### src/rtl/pwmc_pkg.sv
package pwmc_pkg;

    localparam int AW        = 12;
    localparam int DW        = 32;
    localparam int CW        = 16;
    localparam int PW        = 4;
    localparam int MAXP      = 10;
    localparam int WIN_LSB   = 5;
    localparam int WBASE_LSB = 9;
    localparam int WIDX_W    = WBASE_LSB - WIN_LSB;
    localparam int WTAG_W    = AW - WBASE_LSB;

    localparam logic [AW-1:0] A_SET  = 12'h004;
    localparam logic [AW-1:0] A_CLR  = 12'h008;
    localparam logic [AW-1:0] A_STAT = 12'h00C;

    localparam logic [WIN_LSB-1:0] O_MODE = 5'h00;
    localparam logic [WIN_LSB-1:0] O_DUTY = 5'h04;
    localparam logic [WIN_LSB-1:0] O_PRD  = 5'h08;
    localparam logic [WIN_LSB-1:0] O_HOLD = 5'h10;

    typedef struct packed {
        logic          hold_to_prd;
        logic          invert;
        logic [PW-1:0] pres;
    } mode_t;

    function automatic mode_t word_to_mode(logic [DW-1:0] w);
        mode_t m;
        m.hold_to_prd = w[10];
        m.invert      = w[9];
        m.pres        = w[PW-1:0];
        return m;
    endfunction

    function automatic logic [DW-1:0] mode_to_word(mode_t m);
        logic [DW-1:0] w;
        w           = '0;
        w[10]       = m.hold_to_prd;
        w[9]        = m.invert;
        w[PW-1:0]   = m.pres;
        return w;
    endfunction

endpackage

### src/rtl/pwmc_prescaler.sv
module pwmc_prescaler
    import pwmc_pkg::*;
#(
    parameter int MAXSH = MAXP
) (
    input  logic          clk,
    input  logic          rst,
    input  logic          run,
    input  logic [PW-1:0] sel,
    output logic          tick
);
    logic [MAXSH-1:0] div_q;
    logic [PW-1:0]    shift;
    logic [MAXSH-1:0] mask;

    // saturate out-of-range prescale codes
    assign shift = (sel > PW'(MAXSH)) ? PW'(MAXSH) : sel;
    assign mask  = ~({MAXSH{1'b1}} << shift);
    assign tick  = run && ((div_q & mask) == mask);

    always_ff @(posedge clk) begin
        if (rst || !run) div_q <= '0;
        else             div_q <= div_q + 1'b1;
    end
endmodule

### src/rtl/pwmc_channel.sv
module pwmc_channel
    import pwmc_pkg::*;
(
    input  logic          clk,
    input  logic          rst,
    input  logic          en,
    input  mode_t         mode,
    input  logic          wr_duty,
    input  logic          wr_prd,
    input  logic          wr_hold,
    input  logic [CW-1:0] wval,
    output logic [CW-1:0] duty,
    output logic [CW-1:0] prd,
    output logic [CW-1:0] cnt,
    output logic          wrap,
    output logic          pin
);
    logic          tick;
    logic          pend_q;
    logic          pend_prd_q;
    logic [CW-1:0] pend_val_q;

    pwmc_prescaler #(.MAXSH(MAXP)) u_pre (
        .clk (clk),
        .rst (rst),
        .run (en),
        .sel (mode.pres),
        .tick(tick)
    );

    assign wrap = en && tick && (({1'b0, cnt} + 1'b1) >= {1'b0, prd});
    assign pin  = en ? ((cnt >= duty) ^ mode.invert) : mode.invert;

    always_ff @(posedge clk) begin
        if (rst) begin
            cnt        <= '0;
            duty       <= '0;
            prd        <= '0;
            pend_q     <= 1'b0;
            pend_prd_q <= 1'b0;
            pend_val_q <= '0;
        end else begin
            if (!en) begin
                cnt <= '0;
                if (wr_duty) duty <= wval;
                if (wr_prd)  prd  <= wval;
            end else if (wrap) begin
                cnt <= '0;
                if (pend_q) begin
                    if (pend_prd_q) prd  <= pend_val_q;
                    else            duty <= pend_val_q;
                    pend_q <= 1'b0;
                end
            end else if (tick) begin
                cnt <= cnt + 1'b1;
            end
            // a fresh holding write wins over a commit in the same clock
            if (wr_hold) begin
                pend_q     <= 1'b1;
                pend_prd_q <= mode.hold_to_prd;
                pend_val_q <= wval;
            end
        end
    end
endmodule

### src/rtl/pwmc_top.sv
module pwmc_top
    import pwmc_pkg::*;
#(
    parameter int NCH = 4
) (
    input  logic          clk,
    input  logic          rst,
    input  logic          bus_wr,
    input  logic          bus_rd,
    input  logic [AW-1:0] bus_addr,
    input  logic [DW-1:0] bus_wdata,
    output logic [DW-1:0] bus_rdata,
    output logic [NCH-1:0] pwm_out
);
    logic [NCH-1:0]          en_q;
    logic [NCH-1:0][CW-1:0]  duty_a;
    logic [NCH-1:0][CW-1:0]  prd_a;
    logic [NCH-1:0][CW-1:0]  cnt_a;
    logic [NCH-1:0][DW-1:0]  mode_w;
    logic [NCH-1:0]          wrap_a;
    logic [DW-1:0]           rd_mux;

    logic                    in_win;
    logic [WIDX_W-1:0]       win_idx;
    logic [WIN_LSB-1:0]      off;
    logic                    wr_set;
    logic                    wr_clr;

    assign in_win  = bus_addr[AW-1:WBASE_LSB] == WTAG_W'(1);
    assign win_idx = bus_addr[WBASE_LSB-1:WIN_LSB];
    assign off     = bus_addr[WIN_LSB-1:0];
    assign wr_set  = bus_wr && (bus_addr == A_SET);
    assign wr_clr  = bus_wr && (bus_addr == A_CLR);

    always_ff @(posedge clk) begin
        if (rst)         en_q <= '0;
        else if (wr_set) en_q <= en_q | bus_wdata[NCH-1:0];
        else if (wr_clr) en_q <= en_q & ~bus_wdata[NCH-1:0];
    end

    for (genvar g = 0; g < NCH; g++) begin : g_ch
        logic  hit;
        mode_t mode_q;

        assign hit = bus_wr && in_win && (win_idx == WIDX_W'(g));

        always_ff @(posedge clk) begin
            if (rst)                        mode_q <= '0;
            else if (hit && off == O_MODE)  mode_q <= word_to_mode(bus_wdata);
        end

        assign mode_w[g] = mode_to_word(mode_q);

        pwmc_channel u_ch (
            .clk    (clk),
            .rst    (rst),
            .en     (en_q[g]),
            .mode   (mode_q),
            .wr_duty(hit && off == O_DUTY),
            .wr_prd (hit && off == O_PRD),
            .wr_hold(hit && off == O_HOLD),
            .wval   (bus_wdata[CW-1:0]),
            .duty   (duty_a[g]),
            .prd    (prd_a[g]),
            .cnt    (cnt_a[g]),
            .wrap   (wrap_a[g]),
            .pin    (pwm_out[g])
        );
    end

    always_comb begin
        rd_mux = '0;
        if (bus_addr == A_STAT) rd_mux[NCH-1:0] = en_q;
        for (int n = 0; n < NCH; n++) begin
            if (in_win && win_idx == WIDX_W'(n)) begin
                case (off)
                    O_MODE:  rd_mux = mode_w[n];
                    O_DUTY:  rd_mux = {{(DW-CW){1'b0}}, duty_a[n]};
                    O_PRD:   rd_mux = {{(DW-CW){1'b0}}, prd_a[n]};
                    default: rd_mux = '0;
                endcase
            end
        end
    end

    always_ff @(posedge clk) begin
        if (rst)         bus_rdata <= '0;
        else if (bus_rd) bus_rdata <= rd_mux;
    end
endmodule

### config.mk
export PLATFORM = sky130hd
export DESIGN_NAME = pwmc_top
export DESIGN_NICKNAME = d
export VERILOG_FILES = /design/src/rtl/pwmc_pkg.sv /design/src/rtl/pwmc_prescaler.sv /design/src/rtl/pwmc_channel.sv /design/src/rtl/pwmc_top.sv
export SDC_FILE = /design/constraint.sdc
export NUM_CORES = 1
export LEC_CHECK = 0
export ABC_AREA = 1
export BUFFER_PORTS_ARGS = -buffer_cell sky130_fd_sc_hd__buf_2
export CORE_ASPECT_RATIO = 0.6
export CORE_MARGIN = 4
export CORE_UTILIZATION = 51
export CTS_CLUSTER_DIAMETER = 150
export DETAILED_ROUTE_END_ITERATION = 10
export PLACE_DENSITY = 0.68
export SLEW_MARGIN = 0
export SYNTH_ARGS = -nofsm -noshare
export SYNTH_HDL_FRONTEND = slang
export SYNTH_SLANG_ARGS = --single-unit
### constraint.sdc
create_clock -name clk -period 4.2 [get_ports clk]
set_clock_uncertainty 0.2 [all_clocks]
set_input_delay 0.63 -clock clk [delete_from_list [all_inputs] [get_ports clk]]
set_output_delay 0.63 -clock clk [all_outputs]
set_load 0.05 [all_outputs]
# Word-level counts from Yosys, hierarchy flattened
# Cells that the tools add are included.
[totals]
register_bits = 364
inputBits = 48
out_inout_bits = 36
elab_cells = 272
[op_classes]
addsub = 12
n_lt_le_gt_ge = 12
n_eq_ne = 30
shifts = 4
muxes = 71
bitwise = 19
reduce_logical = 82
[op_table]
columns = ["cell", "n"]
rows = [
  ["2-to-1 mux 16 bit", 41],
  ["one-hot mux 16 bit (3 select lines)", 4],
  ["2-to-1 mux 32 bit", 3],
  ["adder 16 x 1 -> 17 bit (second input constant)", 4],
  ["greater-or-equal comparator 17 x 16 -> 1 bit", 4],
  ["adder 16 x 1 -> 16 bit (second input constant)", 4],
  ["greater-or-equal comparator 16 bit", 4],
  ["adder 10 x 1 -> 10 bit (second input constant)", 4],
  ["AND 10 bit", 4],
  ["== test 10 bit", 4],
  ["NOT 10 bit", 4],
  ["<< shifter 10 x 4 -> 10 bit (first input constant)", 4],
  ["logical AND 1 bit", 39],
  ["nonzero test 2 bit", 17],
  ["AND reduction 4 bit", 8],
  ["2-to-1 mux 4 bit", 7],
  ["== test 12 x 4 -> 1 bit (second input constant)", 2],
  ["inequality test 2 x 1 -> 1 bit (second input constant)", 12],
  ["greater-than comparator 4 bit (second input constant)", 4],
  ["2-to-1 mux 1 bit", 16],
  ["== test 12 x 3 -> 1 bit (second input constant)", 1],
  ["OR reduction 3 bit", 4],
  ["== test 4 x 2 -> 1 bit (second input constant)", 2],
  ["inequality test 2 bit (second input constant)", 4],
  ["15 further kinds", 30],
]

# Depth between registers and ports, before layout
# Gate-level depths: netlist (run 1).
[depth]
ltp_word = 12
mapped_depth = 25
mapped_depth_nobuf = 24

# Modules after synthesis
# Synthesis (run 1) repeated with hierarchy kept, for this count alone.
[unflattened]
hier_cells = 3205
area_unflattened_um2 = 21500.6
[by_module_without_submodules]
columns = ["module", "n_inst", "cells_each", "area_per_inst_um2", "seq_area_each_um2"]
rows = [
  ["pwmc_channel (g_ch[1].u_ch ...)", 2, 567, 3996.3, 1321.3],
  ["pwmc_channel (g_ch[3].u_ch)", 1, 585, 4098.9, 1321.3],
  ["pwmc_channel (g_ch[0].u_ch)", 1, 564, 3911.3, 1321.3],
  ["pwmc_top", 1, 602, 3430.8, 880.8],
  ["pwmc_prescaler", 4, 80, 516.7, 200.2],
]

# Worst setup path after synthesis (run 1)
# OpenSTA, ideal clock, no wires.
[synth_timing]
kind = "register to register"
start = "reg g_ch[2].u_ch.cnt[0]"
end = "reg g_ch[2].u_ch.duty[0]"
setup_time_ps = 115
arrival_time_ps = 2871
required_ps = 3885
setup_slack_ps = 1014
stages_incl_launch_ff = 26
path_buffers = 1
period_less_slack_ps = 3186
cell_sequence = "dfxtp_1 -> ha_1 -> nand3_1 -> nor2_1 -> nand3_1 -> or2_1 -> nor2_1 -> xnor2_1 -> inv_1 -> ha_1 -> nand2_1 -> inv_1 -> nand3_1 -> nor2_1 -> a21oi_1 -> nand2_1 -> nand2_1 -> nand2_1 -> nand2_1 -> nand2_1 -> nand3_2 -> nand2_4 -> buf_4 -> nand3_1 -> nand2_1 -> nor2_1"
[synth_between]
elab_chain_cells = 5
[synth_rtl]
columns = ["element", "line_no", "rtl"]
rows = [
  ["start: declaration", "pwmc_channel.sv:14", "output logic [CW-1:0] cnt,"],
  ["start signal: assignment", "pwmc_channel.sv:55", "cnt <= cnt + 1'b1;"],
  ["adder 16 x 1 -> 17 bit", "pwmc_channel.sv:31", "assign wrap = en && tick && (({1'b0, cnt} + 1'b1) >= {1'b0, prd});"],
  ["greater-or-equal comparator 17 x 16 -> 1 bit", "pwmc_channel.sv:31", ""],
  ["logical AND 1 bit", "pwmc_channel.sv:31", ""],
  ["inequality test 2 x 1 -> 1 bit (no line)", "n/a", ""],
  ["AND reduction 4 bit (no line)", "n/a", ""],
  ["end signal: assignment", "pwmc_channel.sv:45", "if (wr_duty) duty <= wval;"],
  ["end signal: assignment", "pwmc_channel.sv:51", "else duty <= pend_val_q;"],
  ["end: declaration", "pwmc_channel.sv:12", "output logic [CW-1:0] duty,"],
]
# No other way between the ends.
# A chain may end at the register's enable or synchronous reset.

# Worst setup path in the final report (run 1)
[layout_timing]
start = "reg g_ch[0].u_ch.cnt[2]"
end = "reg g_ch[0].u_ch.prd[3]"
[layout_between]
elab_chain_cells = 5
[layout_rtl]
columns = ["element", "line_no", "rtl"]
rows = [
  ["start: declaration", "pwmc_channel.sv:14", ""],
  ["start signal: assignment", "pwmc_channel.sv:55", ""],
  ["adder 16 x 1 -> 17 bit", "pwmc_channel.sv:31", ""],
  ["greater-or-equal comparator 17 x 16 -> 1 bit", "pwmc_channel.sv:31", ""],
  ["logical AND 1 bit", "pwmc_channel.sv:31", ""],
  ["inequality test 2 x 1 -> 1 bit (no line)", "n/a", ""],
  ["AND reduction 4 bit (no line)", "n/a", ""],
  ["end signal: assignment", "pwmc_channel.sv:46", "if (wr_prd) prd <= wval;"],
  ["end signal: assignment", "pwmc_channel.sv:50", "if (pend_prd_q) prd <= pend_val_q;"],
  ["end: declaration", "pwmc_channel.sv:13", "output logic [CW-1:0] prd,"],
]
# No other way between the ends.

==> impl_metrics.py, run 1 <==
metrics = {
    "worst_setup_path": {
        "worstSetupPathType": "flop to flop",
        "cpMostUsedCell": "nand3_1",
        "arrival_ps": 4130,
        "reg2reg_to": "g_ch[0].u_ch.prd[3]",
        "startpoint_type": "flop",
        "worstPathCellList": "nand3_1 -> nor3_2 -> nand3_1 -> nor2_2 -> nand3_1 -> nor2_2 -> nand3_1 -> xnor2_1 -> ha_1 -> nand4_1 -> nor4_1 -> nand2_1 -> nand3_1 -> nand3_2 -> nand2_4 -> buf_12 -> nand3_1 -> nand2_1 -> nor2_1",
        "worstPathRequired_ps": 4420,
        "cp-end-kind": "flop",
        "slowest_delay_ps": 430,
        "reg2reg_from": "g_ch[0].u_ch.cnt[2]",
        "slowest_stage": "dfxtp_1",
        "r2r_slack_ps": 300,
        "crit_path_max_fanout": 32,
        "worst_r2r_path_depth": 19,
    },
    "logic_synthesis": {
        "synthArstFlopShare_pct": 0,
        "synth_edf_count": 0,
        "synth.distinct_cells": 53,
        "syn-cell-area_sq_mm": 0.0205,
        "synth_flop_cell": "dfxtp_1",
        "synth_seq_cells": 348,
        "ys.warnings.count": 0,
        "syn_avg_cell_area_sq_um": 6.94,
        "synthCells": 2946,
        "ys_seq_area_share_pct": 34.1,
    },
    "timing": {
        "worst_pin_slew_ps": 897,
        "hold_viol": 0,
        "relSlewSlack_pct": 39.9,
        "period_share_pct": 92.9,
        "slew_violations": 0,
        "setup_viol": 0,
        "rsz0062_at_grt": "no",
        "tns_ps": 0,
        "max_freq_mhz": 256,
        "min_period_ps": 3900,
    },
    "flow_run": {
        "drv_cap": 0,
    },
    "placement": {
        "dp_hpwl_um": 45000,
        "io_buffers": 51,
        "finalWeightedCongestion": 0.963,
    },
    "floorplan": {
        "die_area_sq_mm": 0.0435,
        "start_util_pct": 52.0,
        "fp.dieH_um": 163,
        "num_io_pins": 84,
        "core_area_sq_mm": 0.0393,
        "rows": 56,
        "die_w_um": 267,
    },
    "clock_tree": {
        "cts_hold_buf": 0,
        "cts_setup_buffers": 0,
        "cts_root_buffer": "clkbuf_16",
        "tritoncts": "built",
        "clock-sinks": 348,
        "cts_made_buffers": 36,
        "clk_latency_ps": 540,
        "clock_path_buffers": 3,
        "htree_levels": 2,
        "clk_pin_slew_ps": 70,
        "ctsResizeCount": 0,
    },
    "grt": {
        "grt_max_degree": 111,
        "grt_pass1_vias": 17512,
        "grt_pass1_wl_um": 96000,
        "gr-total-overflow": 0,
        "antenna_found_initial": 1,
        "grt_usage_pct": 27.7,
    },
    "power_and_ir_drop": {
        "clockPowerShare_pct": 47.1,
        "p_leak_uw": 0.00860,
        "seq_power_share_pct": 49.1,
        "power.switching_uw": 1570,
        "switching_share_pct": 23.3,
        "p_int_uw": 5160,
        "powerDensity_mw_per_mm2": 306,
        "ir_worst_vdd_uv": 273,
        "pwr-share-comb_pct": 3.8,
    },
    "route": {
        "first_iter_violations": 2043,
        "wl_per_cell_um": 17.7,
        "vias": 19478,
        "drtPass1Iterations": 6,
        "route.antenna.remaining_nets": 0,
        "route.detailed.drc": 0,
        "drt_wl_total_um": 61600,
        "viasPerCell": 5.61,
    },
    "worst_hold_path": {
        "min_from": "rst",
        "hold_end": "g_ch[2].u_ch.pend_q",
        "min_path_type": "input port to flop",
        "hold_depth": 2,
    },
    "final_layout": {
        "final_util_pct": 55.9,
        "diodes": 0,
        "drive_gt1_share_pct": 6.99,
        "synthToLayoutAreaGrowth_pct": 7.34,
        "nets": 3112,
    },
    "status": {
        "outcome": "completed",
    },
}
==> cells by family (layout without fill, tap and decap cells) <==
| family | count (synthesis) | after routing | share of synthesized area (%) |
|---|---|---|---|
| compound gates | 687 | 687 | 18.0 |
| xor+xnor | 68 | 68 | 2.95 |
| fa+ha+maj | 136 | 136 | 8.32 |
| buf+inv | 516 | 503 | 11.2 |
| flops | 348 | 348 | 34.1 |
| mux | 21 | 21 | 1.03 |
| other cells | 1 | 16 | 0.0183 |
| simple gates | 1169 | 1169 | 24.5 |
==> critical path, delay by kind of cell, from the launching register on <==
kind	cells	cell delay [ps]
xor+xnor	1	160
buf+inv	1	210
simple gates	16	2380
flops	1	430
fa+ha+maj	1	390
==> power by group through the flow <==
stage | sequential [uW] | combinational, uW | clock (uW)
final | 3300 | 256 | 3170
after global routing | 3300 | 273 | 3340
after CTS | 3300 | 249 | 3210
after detailed placement | 3380 | 248 | 0
after global placement | 3380 | 245 | 0
after floorplan | 3380 | 165 | 0
==> final cells by class <==
class,count,area [sq um]
Inverter,359,1350
Sequential cell,348,6970
Clock inverter,9,97.6
Clock buffer,49,1010
Timing Repair Buffer,86,576
Multi-Input combinational cell,2097,11300
Fill cell,3741,17300
Tap cell,522,653
==> synth_stat cells, types with 2 or more instances <==
master | number | share of area [%]
xor2_1 | 45 | 1.9
a31oi_1 | 6 | 0.18
nor3_1 | 22 | 0.54
a21oi_1 | 386 | 9.4
nor4_1 | 6 | 0.18
nand2_4 | 3 | 0.17
dfxtp_1 | 348 | 34
buf_12 | 4 | 0.39
o21a_1 | 5 | 0.18
o21ai_1 | 10 | 0.24
o21ai_0 | 191 | 4.7
nor2_1 | 279 | 5.1
buf_2 | 47 | 1.1
a21o_1 | 2 | 0.073
nand2_1 | 590 | 11
buf_6 | 9 | 0.50
inv_2 | 13 | 0.24
o31ai_4 | 2 | 0.21
o22ai_1 | 47 | 1.4
buf_8 | 2 | 0.15
o31ai_1 | 2 | 0.073
nand2_2 | 3 | 0.092
inv_1 | 341 | 6.3
mux2i_1 | 21 | 1.0
buf_4 | 35 | 1.3
o21bai_1 | 4 | 0.15
nand3_2 | 6 | 0.29
o221ai_1 | 17 | 0.73
xnor2_1 | 22 | 0.94
clkinv_1 | 5 | 0.092
nor3_2 | 7 | 0.34
buf_1 | 9 | 0.17
o211ai_1 | 9 | 0.33
nand3_1 | 188 | 4.6
ha_1 | 136 | 8.3
nor2_4 | 8 | 0.44
nand4_1 | 36 | 1.1
nor2_2 | 14 | 0.43
clkbuf_1 | 51 | 0.94
nand3b_1 | 2 | 0.073
==> layout by cell type, fill, tap and decap left out, types with 51 or more instances in the layout <==
master and instances:
nand3_1 188, a21oi_1 384, o21ai_0 191, inv_1 340, dfxtp_1 348, nor2_1 278
buf_2 51, ha_1 136, nand2_1 589
==> layer usage <==
metal / GRT usage (%) / part of all wire [%] / routed length (um)
met1: 40.6 / 46 / 28400
met2: 41.4 / 42 / 25600
met3: 6.61 / 10 / 6410
met4: 5.90 / 1.8 / 1110
met5: 0 / 0 / 0
==> metrics by stage <==
stage / worst slack (ps) / cells / power [uW] / instance area (sq um) / hold slack [ps]
floorplan: 1010 / 2961 / 3550 / 20500 / 223
CTS: 352 / 3470 / 6760 / 21900 / 229
global route: 32.0 / 3470 / 6910 / 22000 / 240
detailed placement: 376 / 3412 / 3630 / 20800 / 243
finish: 297 / 3470 / 6730 / 22000 / 245
global placement: 442 / 3412 / 3620 / 20800 / 235
==> how the worst max path moves through the flow <==
stage	cells past startpoint	to	slack (ps)	startpoint
after floorplan	25	g_ch[2].u_ch.duty[0]	1010	g_ch[2].u_ch.cnt[0]
after global placement	25	g_ch[2].u_ch.duty[2]	440	g_ch[2].u_ch.cnt[0]
after detailed placement	25	g_ch[2].u_ch.duty[10]	380	g_ch[2].u_ch.cnt[0]
after CTS	25	g_ch[2].u_ch.duty[1]	350	g_ch[2].u_ch.cnt[0]
after global routing	19	g_ch[3].u_ch.prd[1]	30	g_ch[3].u_ch.cnt[0]
final	19	g_ch[0].u_ch.prd[3]	300	g_ch[0].u_ch.cnt[2]
==> sequential cells by signal, indices dropped and copies added, names as in the netlist, named ones only <==
signal	cells
bus_rdata	16
g_ch.mode_q	24
g_ch.u_ch.cnt	64
g_ch.u_ch.duty	64
g_ch.u_ch.pend_prd_q	4
g_ch.u_ch.pend_q	4
g_ch.u_ch.pend_val_q	64
g_ch.u_ch.prd	64
g_ch.u_ch.u_pre.div_q	40
Note: power is estimated with default switching activity, not from simulation.
==> inputs of run 2 (changes only) <==
--- a/config.mk
+++ b/config.mk
@@ -5,13 +5,13 @@
 export SDC_FILE = /design/constraint.sdc
 export NUM_CORES = 1
 export LEC_CHECK = 0
-export ABC_AREA = 1
 export BUFFER_PORTS_ARGS = -buffer_cell sky130_fd_sc_hd__buf_2
-export CORE_ASPECT_RATIO = 0.6
+export CORE_ASPECT_RATIO = 0.8
 export CORE_MARGIN = 4
 export CORE_UTILIZATION = 51
 export CTS_CLUSTER_DIAMETER = 150
 export DETAILED_ROUTE_END_ITERATION = 10
+export HOLD_SLACK_MARGIN = 0.08
 export PLACE_DENSITY = 0.68
 export SLEW_MARGIN = 0
 export SYNTH_ARGS = -nofsm -noshare
==> run 2 against run 1 <==
Global-route usage is 3.2 points lower. Core utilization increased by 0.95 points. Sequential cell count stayed put. Hold slack better by 6.4 ps. Sequential share of layout area down 0.64 points. Area after synthesis shrank 0.50%. Critical path type unchanged. Highest routed layer is now met5.
==> impl_metrics.py, run 2 <==
metrics = {
    "timing": {
        "relSlewSlack_pct": 34.7,
        "max_freq_mhz": 253,
        "min_period_ps": 3950,
        "finalWorstSetupSlack_ps": 253,
        "slew_violations": 0,
        "rsz0062_at_grt": "yes",
        "setup_viol": 0,
        "worst_pin_slew_ps": 977,
        "period_share_pct": 94.0,
        "hold_viol": 0,
    },
    "grt": {
        "met2_usage_pct": 37.9,
        "grt_pass1_vias": 15806,
        "grt_use_met1_pct": 35.3,
        "gr-total-overflow": 0,
        "grt_usage_pct": 24.4,
        "antenna_found_initial": 7,
        "grt_pass1_wl_um": 85800,
        "gr-usage-met3_pct": 3.85,
        "busiest_layer": "met2",
        "grt_max_degree": 117,
    },
    "worst_setup_path": {
        "startpoint": "g_ch[0].u_ch.cnt[1]",
        "arrival_ps": 4200,
        "reg2reg_from": "g_ch[0].u_ch.cnt[1]",
        "startpoint_type": "flop",
        "worstPathRequired_ps": 4460,
        "worstSetupPathType": "flop to flop",
        "crit_path_max_fanout": 11,
        "cp-end-kind": "flop",
    },
    "worst_hold_path": {
        "min_from": "bus_rdata[11]",
        "min_path_type": "flop to flop",
    },
    "floorplan": {
        "num_io_pins": 84,
        "fp.dieH_um": 187,
        "core_area_sq_mm": 0.0394,
        "start_util_pct": 51.6,
        "die_w_um": 231,
        "rows": 65,
        "die_area_sq_mm": 0.0432,
    },
    "clock_tree": {
        "htree_levels": 2,
        "clk_latency_ps": 530,
        "cts_root_buffer": "clkbuf_16",
        "tritoncts": "built",
        "cts_setup_buffers": 0,
        "clock_path_buffers": 3,
        "clock-sinks": 348,
        "cts_hold_buf": 0,
        "clk_pin_slew_ps": 60,
        "cts_made_buffers": 37,
    },
    "route": {
        "route.detailed.drc": 0,
        "vias": 16436,
        "first_iter_violations": 1400,
        "drtPass1Iterations": 5,
        "viasPerCell": 5.64,
        "wl_per_cell_um": 18.6,
        "route.antenna.remaining_nets": 0,
        "drt_wl_total_um": 54400,
    },
    "logic_synthesis": {
        "yosysMostFrequentCell": "dfxtp_1",
        "synthTopCellsByArea": "dfxtp_1, mux2i_1, ha_1",
        "synthSimpleGateAreaFrac_pct": 18.0,
        "synthArstFlopShare_pct": 0,
        "syn_avg_cell_area_sq_um": 8.76,
        "yosysTopAreaCell": "dfxtp_1",
        "yosysTopAreaCellShare_pct": 34.2,
        "synthCells": 2324,
        "synthXorXnorAreaFrac_pct": 6.15,
        "synth.mux.area_fraction_pct": 13.8,
        "synth.distinct_cells": 79,
        "ys_seq_area_share_pct": 34.2,
        "synth_edf_count": 0,
        "synth_seq_cells": 348,
        "synth_flop_cell": "dfxtp_1",
        "synthAdderAreaFrac_pct": 8.36,
        "synth_compound_area_share_pct": 13.0,
        "ys.warnings.count": 0,
        "syn-cell-area_sq_mm": 0.0204,
        "synth_top_family_by_area": "simple AND/OR/NAND/NOR gates",
        "netlist_top_cells_count": "dfxtp_1, nor2_1, mux2i_1",
    },
    "placement": {
        "dp_slack_ps": 241,
        "io_buffers": 51,
        "dp_cells": 2847,
        "dp_hpwl_um": 40000,
        "finalWeightedCongestion": 0.926,
    },
    "power_and_ir_drop": {
        "powerDensity_mw_per_mm2": 307,
        "ir_worst_vdd_uv": 268,
        "p_int_uw": 5310,
        "seq_power_share_pct": 48.0,
        "switching_share_pct": 22.9,
        "pwr-share-comb_pct": 4.0,
        "p_leak_uw": 0.00922,
        "power.total_uw": 6880,
        "power.switching_uw": 1580,
        "clockPowerShare_pct": 48.0,
    },
    "final_layout": {
        "nFillCells": 3628,
        "final_cells": 2915,
        "nets": 2534,
        "final_util_pct": 56.8,
        "synthToLayoutAreaGrowth_pct": 10.1,
        "drive_gt1_share_pct": 12.4,
        "final_common_cell": "dfxtp_1",
        "layout_common_cells": "dfxtp_1, nor2_1, mux2i_1",
    },
    "flow_run": {
        "drv_cap": 0,
    },
    "status": {
        "outcome": "completed",
    },
}
==> run 2: changes by cell type in the layout (fill, tap and decap cells not counted), sizes merged, moves of 50 or more <==
| cell | change |
|---|---|
| nand2b | +118 |
| a21oi | -256 |
| nand2 | -490 |
| mux2i | +242 |
| inv | -188 |
| nand3 | -141 |
| or2 | +52 |
| xnor2 | +50 |
| o21ai | -156 |
==> run 2: routing by layer <==
metal | share of wire [%] | up-vias
met5 | 0.088 | -
met1 | 46 | 7884
met3 | 6.8 | 98
met4 | 2.6 | 8
li1 | - | 8023
met2 | 44 | 423
==> run 2: power groups by stage <==
stage | logic, uW | clock network, uW | registers, uW
floorplan | 184 | 0 | 3380
global placement | 264 | 0 | 3380
detailed placement | 267 | 0 | 3380
CTS | 268 | 3370 | 3300
global route | 287 | 3500 | 3300
finish | 274 | 3300 | 3300
==> run 2: timing repair <==
action | 4_1_cts | 5_1_grt
gates resized for setup | 0 | 3
setup endpoints to repair | 0 | 61
endpoints found under the hold margin | 0 | 0
==> run 2: kinds of logic (layout without fill, tap and decap cells) <==
family | count (synthesis) | after routing
compound gates | 372 | 372
xor+xnor | 143 | 143
fa+ha+maj | 136 | 136
buf+inv | 307 | 344
flops | 348 | 348
mux | 279 | 279
other cells | 1 | 19
simple gates | 738 | 738
==> run 2: final cells by class <==
class                      count  area [sq um]  share of cell area (%)
tap                          536           671                    2.99
clock buffer                  57          1100                    4.91
sequential                   348          6970                    31.1
inverter                     166           623                    2.78
timing repair buffer         113           779                    3.48
antenna                        3          7.51                  0.0335
clock inverter                 8          95.1                   0.424
multi-input combinational   1684         12200                    54.3
==> run 2: worst max-delay path, cell delays in order, from the launching register on <==
cell and delay (ps):
dfxtp_1 410, ha_1 260, nand3_2 160, nor4_2 360
and3_1 300, nand3_1 130, xnor2_1 150, ha_1 290
a21o_1 180, a21o_1 170, a41o_1 210, o31a_1 290
a32oi_2 240, buf_4 290, mux2i_1 220
==> run 2: worst paths after layout <==
| check | end | slack, ps | cells past startpoint |
|---|---|---|---|
| setup / recovery | g_ch[0].u_ch.prd[5] | 250 | 14 |
| hold / removal | bus_rdata[11] | 250 | 2 |
| setup reg to reg | g_ch[0].u_ch.prd[5] | 250 | 14 |
| hold reg to reg | bus_rdata[11] | 250 | 2 |
==> run 2: metrics by stage <==
step / instance area [sq um] / hold slack, ps / setup TNS, ps
2_1_floorplan: 20400 / 234 / 0
4_1_cts: 22400 / 249 / 0
5_1_grt: 22400 / 272 / -378
3_5_place_dp: 21200 / 240 / 0
3_3_place_gp: 21200 / 232 / 0
6_report: 22400 / 251 / 0
